**src/rtl/cpg_pkg.sv**
```systemverilog
package cpg_pkg;

  typedef enum logic [1:0] {
    EDGE_RISE   = 2'd0,
    EDGE_FALL   = 2'd1,
    EDGE_TOGGLE = 2'd2,
    EDGE_RSVD   = 2'd3
  } edge_mode_e;

  // strobes from register decode to the datapath
  typedef struct packed {
    logic loadHigh;
    logic commit;
  } cmp_strobe_t;

  localparam int unsigned OFS_CTRL   = 32'h00;
  localparam int unsigned OFS_CMP_LO = 32'h10;
  localparam int unsigned OFS_CMP_HI = 32'h14;
  localparam int unsigned OFS_EVCNT  = 32'h30;

  localparam int unsigned CTRL_BITS = 4;

endpackage

```
**src/rtl/cpg_regs.sv**
```systemverilog
module cpg_regs
  import cpg_pkg::*;
#(
  parameter int ADDR_W = 8,
  parameter int DATA_W = 32,
  parameter int CNT_W  = 32
) (
  input  logic                  clk,
  input  logic                  rst_n,
  input  logic                  busWr,
  input  logic [ADDR_W-1:0]     busAddr,
  input  logic [DATA_W-1:0]     busWrData,
  input  logic [2*DATA_W-1:0]   activeCmp,
  input  logic [CNT_W-1:0]      eventCount,
  output logic                  ctrlEn,
  output logic                  ctrlDir,
  output edge_mode_e            ctrlMode,
  output cmp_strobe_t           strobe,
  output logic [DATA_W-1:0]     cmpWord,
  output logic [DATA_W-1:0]     busRdData
);

  logic selCtrl;
  logic selLo;
  logic selHi;
  logic selCnt;

  assign selCtrl = (busAddr == ADDR_W'(OFS_CTRL));
  assign selLo   = (busAddr == ADDR_W'(OFS_CMP_LO));
  assign selHi   = (busAddr == ADDR_W'(OFS_CMP_HI));
  assign selCnt  = (busAddr == ADDR_W'(OFS_EVCNT));

  assign strobe.loadHigh = busWr && selHi;
  assign strobe.commit   = busWr && selLo;
  assign cmpWord         = busWrData;

  always_ff @(posedge clk or negedge rst_n) begin
    if (!rst_n) begin
      ctrlEn   <= 1'b0;
      ctrlDir  <= 1'b0;
      ctrlMode <= EDGE_RISE;
    end else if (busWr && selCtrl) begin
      ctrlEn   <= busWrData[0];
      ctrlDir  <= busWrData[1];
      ctrlMode <= edge_mode_e'(busWrData[3:2]);
    end
  end

  always_comb begin
    busRdData = '0;
    if (selCtrl) begin
      busRdData = DATA_W'({ctrlMode, ctrlDir, ctrlEn});
    end else if (selLo) begin
      busRdData = activeCmp[DATA_W-1:0];
    end else if (selHi) begin
      busRdData = activeCmp[2*DATA_W-1:DATA_W];
    end else if (selCnt) begin
      busRdData = DATA_W'(eventCount);
    end
  end

endmodule

```
**src/rtl/cpg_datapath.sv**
```systemverilog
module cpg_datapath
  import cpg_pkg::*;
#(
  parameter int DATA_W  = 32,
  parameter int CNT_W   = 32,
  parameter int LATENCY = 2
) (
  input  logic                  clk,
  input  logic                  rst_n,
  input  cmp_strobe_t           strobe,
  input  logic [DATA_W-1:0]     cmpWord,
  input  logic [2*DATA_W-1:0]   timeCount,
  input  logic                  ctrlEn,
  input  logic                  ctrlDir,
  input  edge_mode_e            ctrlMode,
  output logic [2*DATA_W-1:0]   activeCmp,
  output logic [CNT_W-1:0]      eventCount,
  output logic                  pinOut,
  output logic                  fireNow
);

  localparam int CMP_W = 2 * DATA_W;

  logic [DATA_W-1:0] shadowHigh;
  logic [CMP_W-1:0]  stagedCmp;
  logic [CMP_W-1:0]  matchTime;
  logic              armed;
  logic              timeHit;
  logic              modeValid;
  logic              pinNext;

  assign stagedCmp = {shadowHigh, cmpWord};
  assign matchTime = activeCmp + CMP_W'(LATENCY);
  assign timeHit   = (matchTime == timeCount);
  assign modeValid = (ctrlMode != EDGE_RSVD);
  assign fireNow   = armed && ctrlEn && !ctrlDir && modeValid && timeHit;

  // high half is staged, low-word write commits both halves
  always_ff @(posedge clk or negedge rst_n) begin
    if (!rst_n) begin
      shadowHigh <= '0;
      activeCmp  <= '0;
    end else begin
      if (strobe.loadHigh) shadowHigh <= cmpWord;
      if (strobe.commit)   activeCmp  <= stagedCmp;
    end
  end

  // one shot per commit; a zero commit leaves the block disarmed
  always_ff @(posedge clk or negedge rst_n) begin
    if (!rst_n) begin
      armed <= 1'b0;
    end else if (strobe.commit) begin
      armed <= (stagedCmp != '0);
    end else if (fireNow) begin
      armed <= 1'b0;
    end
  end

  always_comb begin
    unique case (ctrlMode)
      EDGE_RISE:   pinNext = 1'b1;
      EDGE_FALL:   pinNext = 1'b0;
      EDGE_TOGGLE: pinNext = !pinOut;
      default:     pinNext = pinOut;
    endcase
  end

  always_ff @(posedge clk or negedge rst_n) begin
    if (!rst_n) begin
      pinOut     <= 1'b0;
      eventCount <= '0;
    end else if (fireNow) begin
      pinOut     <= pinNext;
      eventCount <= eventCount + CNT_W'(1);
    end
  end

endmodule

```
**src/rtl/timed_compare_pulse.sv**
```systemverilog
module timed_compare_pulse
  import cpg_pkg::*;
#(
  parameter int ADDR_W  = 8,
  parameter int DATA_W  = 32,
  parameter int CNT_W   = 32,
  parameter int LATENCY = 2
) (
  input  logic                  clk,
  input  logic                  rst_n,
  input  logic                  busWr,
  input  logic [ADDR_W-1:0]     busAddr,
  input  logic [DATA_W-1:0]     busWrData,
  output logic [DATA_W-1:0]     busRdData,
  input  logic [2*DATA_W-1:0]   timeCount,
  output logic                  pinOut
);

  logic                ctrlEn;
  logic                ctrlDir;
  edge_mode_e          ctrlMode;
  cmp_strobe_t         strobe;
  logic [DATA_W-1:0]   cmpWord;
  logic [2*DATA_W-1:0] activeCmp;
  logic [CNT_W-1:0]    eventCount;
  logic                fireNow;

  cpg_regs #(
    .ADDR_W (ADDR_W),
    .DATA_W (DATA_W),
    .CNT_W  (CNT_W)
  ) u_regs (
    .clk        (clk),
    .rst_n      (rst_n),
    .busWr      (busWr),
    .busAddr    (busAddr),
    .busWrData  (busWrData),
    .activeCmp  (activeCmp),
    .eventCount (eventCount),
    .ctrlEn     (ctrlEn),
    .ctrlDir    (ctrlDir),
    .ctrlMode   (ctrlMode),
    .strobe     (strobe),
    .cmpWord    (cmpWord),
    .busRdData  (busRdData)
  );

  cpg_datapath #(
    .DATA_W  (DATA_W),
    .CNT_W   (CNT_W),
    .LATENCY (LATENCY)
  ) u_dp (
    .clk        (clk),
    .rst_n      (rst_n),
    .strobe     (strobe),
    .cmpWord    (cmpWord),
    .timeCount  (timeCount),
    .ctrlEn     (ctrlEn),
    .ctrlDir    (ctrlDir),
    .ctrlMode   (ctrlMode),
    .activeCmp  (activeCmp),
    .eventCount (eventCount),
    .pinOut     (pinOut),
    .fireNow    (fireNow)
  );

endmodule

```
**config.mk**
```make
export PLATFORM = sky130hd
export DESIGN_NAME = timed_compare_pulse
export DESIGN_NICKNAME = d
export VERILOG_FILES = /design/src/rtl/cpg_pkg.sv /design/src/rtl/cpg_regs.sv /design/src/rtl/cpg_datapath.sv /design/src/rtl/timed_compare_pulse.sv
export SDC_FILE = /design/constraint.sdc
export NUM_CORES = 1
export LEC_CHECK = 0
export CAP_MARGIN = 0
export CORE_MARGIN = 2
export CORE_UTILIZATION = 50
export CTS_CLUSTER_SIZE = 12
export DETAILED_ROUTE_END_ITERATION = 8
export PLACE_DENSITY_LB_ADDON = 0.15
export SLEW_MARGIN = 25
export SYNTH_ARGS = -nofsm -noshare
export SYNTH_HDL_FRONTEND = slang
export SYNTH_SLANG_ARGS = --single-unit
export TNS_END_PERCENT = 20
```
**constraint.sdc**
```tcl
create_clock -name clk -period 9.8 [get_ports clk]
set_input_delay 0.98 -clock clk [delete_from_list [all_inputs] [get_ports clk]]
set_output_delay 0.98 -clock clk [all_outputs]
set_load 0.005 [all_outputs]
```
After elaboration in Yosys (flattened, before gate mapping)
Index checks and enable logic that the tools add are counted.

$add $sub $neg: 2. Eq/ne operators: 7. Reduce and logical (&&, ||, !) cells: 15. Multiplexer cells: 7.

Operators with widths (number): $mux 32 (4); $add 64x2->64 const B (1); $eq 64x64->1 (1); $reduce_bool 64->1 (1); $add 32x1->32 const B (1); $eq 8x5->1 const B (2); $eq 8x6->1 const B (1); $logic_not 8->1 (1); $logic_and 1x1->1 (7); $pmux 1 s3 (1); $reduce_bool 3->1 (1); $eq 2x1->1 const B (1); $eq 2x2->1 const B (1); $logic_not 1->1 (2); $logic_not 2->1 (1); $mux 1 (2); $ne 2x2->1 const B (1); $reduce_and 2->1 (1); $reduce_bool 2->1 (1).

Flip-flop bits (word level): 134.

Longest topological paths before layout
Depth in word-level cells: 6. Mapped depth: 12. Gate-level depth less buffers: 10.

Cells and area by module
A second synthesis with hierarchy kept.

Cell total of the unflattened synthesis: 995. Area total of the unflattened synthesis: 9529.1 um^2.

By module, submodules not included: cpg_datapath (area each 8101.5 um^2, cells an instance 797, times used 1); cpg_regs (area each 1427.6 um^2, cells an instance 198, times used 1).

Least setup slack after synthesis
OpenSTA, ideal clock, no wires.

Path type: register to register. Start point: reg u_dp.activeCmp[1]. End point: reg u_dp.eventCount[1]. Clock period less this slack: 3.956 ns. Cell stages (with the launch flop): 12. Arrival time: 3.831 ns. Library setup time: 0.125 ns. Path buffers: 1. Path slack: 5.844 ns. Path through: dfrtp_1 ha_1 nand4_2 or4_1 buf_2 nor4_1 mux2_2 or4_1 nor4_2 nand4_2 nor3_2 mux2_2.

Word-level cells in the longest chain between the ends: 3.

RTL lines: start, declared (line cpg_datapath.sv:16) `output logic [2*DATA_W-1:0] activeCmp,`; start signal, assigned (line cpg_datapath.sv:45) `if (strobe.commit) activeCmp <= stagedCmp;`; $add 64x2->64 (line cpg_datapath.sv:33) `assign matchTime = activeCmp + CMP_W'(LATENCY);`; $eq 64x64->1 (line cpg_datapath.sv:34) `assign timeHit = (matchTime == timeCount);`; $logic_and 1x1->1 (line cpg_datapath.sv:36) `assign fireNow = armed && ctrlEn && !ctrlDir && modeValid && timeHit;`; end signal, assigned (line cpg_datapath.sv:75) `eventCount <= eventCount + CNT_W'(1);`; end, declared (line cpg_datapath.sv:17) `output logic [CNT_W-1:0] eventCount,`.

Every way passes these cells. A chain may end at the register's enable or synchronous reset.

Final worst setup path
Start point: reg u_dp.activeCmp[1]. End point: reg u_dp.pinOut.

Word-level cells in the longest chain between the ends: 4.

RTL lines: $add 64x2->64 (line cpg_datapath.sv:33); $eq 64x64->1 (line cpg_datapath.sv:34); $logic_and 1x1->1 (line cpg_datapath.sv:36); $reduce_and 2->1 (no line); end signal, assigned (line cpg_datapath.sv:74) `pinOut <= pinNext;`; end, declared (line cpg_datapath.sv:18) `output logic pinOut,`.

Every way passes these cells.

==> results.toml <==
[global_routing]
overflow = 0
grtUsageTotal = 0.311
grt_pass1_vias = 7341
antenna_found_initial = 0
grt_max_degree = 75
grt_pass1_wl_um = 43000

[floorplanning]
core_area_um2 = 17200
initial_utilization = 0.510
chipHeight_um = 137
die-area_um2 = 18600
die_width_um = 137
num_io_pins = 140
placementRows = 48

[placement]
post-dp-hpwl_um = 21100
port_buffers = 139
gp_congestion = 0.969

[power]
ir_worst_vdd_uv = 137
total_leakage_power_nw = 4.64
power.density_nw_per_um2 = 130

[synth]
syn_inst = 890
syn_area_per_cell_um2 = 9.87
synth_cell_type_count = 68
synth-edff-count = 0
synth-async-reset-ratio = 1.00
syn_area_um2 = 8780
yosysWarnings = 0
synthFlopType = "dfrtp_1"
yosysSeqAreaShare = 0.382
synth_fp_nets = 999
synth-seq-cells = 134

[routing]
first_pass_iters = 6
dr_total_vias = 7709
initialDrtViolationCount = 608
viasPerCell = 6.24
wl_per_cell_um = 22.8
postRouteAntennaNets = 0
routed_wl_um = 28200
drc = 0

[layout]
nNetsFinal = 1106
fin_util = 0.633
area_delta_synth_final_pct = 24.2
drive_above_1_share = 0.192
antenna_cells = 0

[critical_path]
path_class = "reg2reg"
cp.required_ns = 10.11
worst_setup_path_end_kind = "flop"
start_kind = "flop"
crit_path_start = "u_dp.activeCmp[1]$_DFFE_PN0P_"
reg2reg_from = "u_dp.activeCmp[1]$_DFFE_PN0P_"
crit_path_max_fanout = 31
cp_data_arrival_time_ns = 5.03

[sta]
fmax_mhz = 212
slew_viol_final = 0
final.setup.tns_ns = 0
slew_headroom = 0.336
hold_viol_final = 0
skew_ns = 0.00944
fin_crit_sh = 0.481
tightest_slew_ns = 0.986
rsz0062_at_grt = "no"
setup_viol = 0
period_needed_ns = 4.72

[clocking]
hold_buffers = 0
post_cts_resized = 0
cts_inserted_buffers = 17
path_clk_slew_ns = 0.07
clockBufferDepth = 2
cts_sinks = 134
cts-htree-levels = 4
insertion_delay_ns = 0.43
cts_tree = "built"
clockRootBuffer = "clkbuf_16"
post-cts-setup-buffers = 0

[worst_hold_path]
holdCritStartpoint = "u_dp.eventCount[8]$_DFFE_PN0P_"
hold_path_class = "reg2reg"

[outcome]
status = "finished, final reports clean"

[flow_run]
cap_violations = 0
registers in the layout, indices dropped and copies added (netlist names):
signal and cells:
u_regs.ctrlMode 2, u_dp.shadowHigh 32, u_dp.eventCount 32, u_regs.ctrlDir 1, u_regs.ctrlEn 1, u_dp.activeCmp 64
u_dp.pinOut 1, u_dp.armed 1
per-layer routing:
layer	track usage	up-vias	wire length [um]
li1	-	3524	-
met1	0.447	3778	12400
met2	0.461	343	12400
met3	0.0633	64	2400
met4	0.124	0	952
met5	0	-	0
final timing paths:
kind / to / slack, ns / cells past startpoint
max in group asynchronous: u_dp.activeCmp[41]$_DFFE_PN0P_ / 7.90 / 2
min: u_dp.eventCount[8]$_DFFE_PN0P_ / 0.49 / 1
max: u_dp.pinOut$_DFFE_PN0P_ / 5.08 / 11
min reg2reg: u_dp.eventCount[8]$_DFFE_PN0P_ / 0.49 / 1
max reg2reg: u_dp.pinOut$_DFFE_PN0P_ / 5.08 / 11
min in group asynchronous: u_dp.eventCount[5]$_DFFE_PN0P_ / 0.53 / 1
critical path, cell delays in order, from the launching register on:
cell     delay (ns)
dfrtp_1        0.49
ha_1           0.31
nand4_2        0.24
or4_1          0.73
nor4_1         0.58
mux2_2         0.40
or4_1          0.49
nor4_2         0.20
nand4_2        0.11
buf_4          0.30
nor3_2         0.36
mux2_2         0.38
kinds of logic after synthesis:
kind of cell               Yosys count  synth area share
muxes                              108             0.138
buffers and inverters               81            0.0395
adders and majority gates            3           0.00399
AOI/OAI and AO/OA                   88            0.0748
DFF                                134             0.382
xor gates and xnor gates           116             0.116
and+or+nand+nor                    360             0.246
area by class of cell:
class | count | area, um^2
Sequential cell | 134 | 3350
Inverter | 20 | 75.1
Clock buffer | 17 | 425
Fill cell | 1422 | 6330
Multi-Input combinational cell | 675 | 5110
Clock inverter | 15 | 196
Timing Repair Buffer | 149 | 1470
Tap cell | 225 | 282
power by group:
group	internal [mW]	leakage [nW]	switching, mW
logic	0.0746	2.47	0.0631
clock network	0.392	0.308	0.293
registers	0.567	1.86	0.0257
total	1.03	4.64	0.382
Yosys cell counts, types with 2 or more instances:
cell type	n	area (um^2)
a222oi_1	7	70.1
nand2b_1	2	12.5
or3_1	5	31.3
nor4_1	37	231
nand3_1	33	165
buf_4	2	15.0
or4_1	7	52.6
o22ai_1	2	12.5
inv_1	20	75.1
and4_1	7	61.3
a21oi_1	7	35.0
buf_6	3	33.8
nor4b_1	2	17.5
xnor2_1	58	508
clkbuf_1	42	158
nand4_1	50	313
o21a_1	4	30.0
nor3_2	2	20.0
a31oi_1	4	25.0
mux2_2	105	1180
nor3_1	30	150
buf_1	6	22.5
mux2i_1	3	30.0
or2_2	3	18.8
buf_2	6	30.0
a311oi_1	4	35.0
nand3b_1	2	15.0
o21ai_0	9	45.0
a211oi_1	4	30.0
ha_1	2	25.0
and2_1	6	37.5
and3_1	23	144
xor2_1	58	508
nand4_2	2	25.0
nor2b_1	3	18.8
a22oi_1	28	210
nor2_1	18	67.6
nor4_2	26	325
o31ai_1	4	30.0
nand2_1	93	349
dfrtp_1	134	3350
stage by stage:
step                setup slack (ns)  std cells  hold slack, ns  area (um^2)  power [mW]
global route                    4.69       1235           0.500        10900        1.46
CTS                             5.09       1235           0.485        10900        1.42
floorplan                       5.84        890           0.441         8780       0.653
finish                          5.08       1235           0.489        10900        1.42
detailed placement              5.11       1203           0.476        10300       0.739
global placement                5.26       1203           0.460        10300       0.737
cells in the final DEF (no fill, tap or decap), types with 4 or more instances in the layout:
| cell | count |
|---|---|
| a222oi_1 | 7 |
| o21ai_0 | 9 |
| a21oi_1 | 7 |
| nand2_1 | 92 |
| and4_1 | 7 |
| mux2_2 | 105 |
| clkdlybuf4s50_1 | 138 |
| nand4_1 | 50 |
| nor3_1 | 29 |
| and3_1 | 23 |
| nor2_1 | 17 |
| xnor2_1 | 58 |
| nand3_1 | 33 |
| or4_1 | 7 |
| buf_4 | 10 |
| nor4_1 | 35 |
| a31oi_1 | 4 |
| or3_1 | 5 |
| a211oi_1 | 4 |
| a311oi_1 | 4 |
| inv_6 | 6 |
| o21a_1 | 4 |
| dfrtp_1 | 134 |
| a22oi_1 | 28 |
| and2_1 | 6 |
| xor2_1 | 58 |
| inv_8 | 6 |
| nor4_2 | 28 |
| inv_1 | 20 |
| clkbuf_16 | 17 |
| o31ai_1 | 4 |
(Power assumes the default switching activity.)
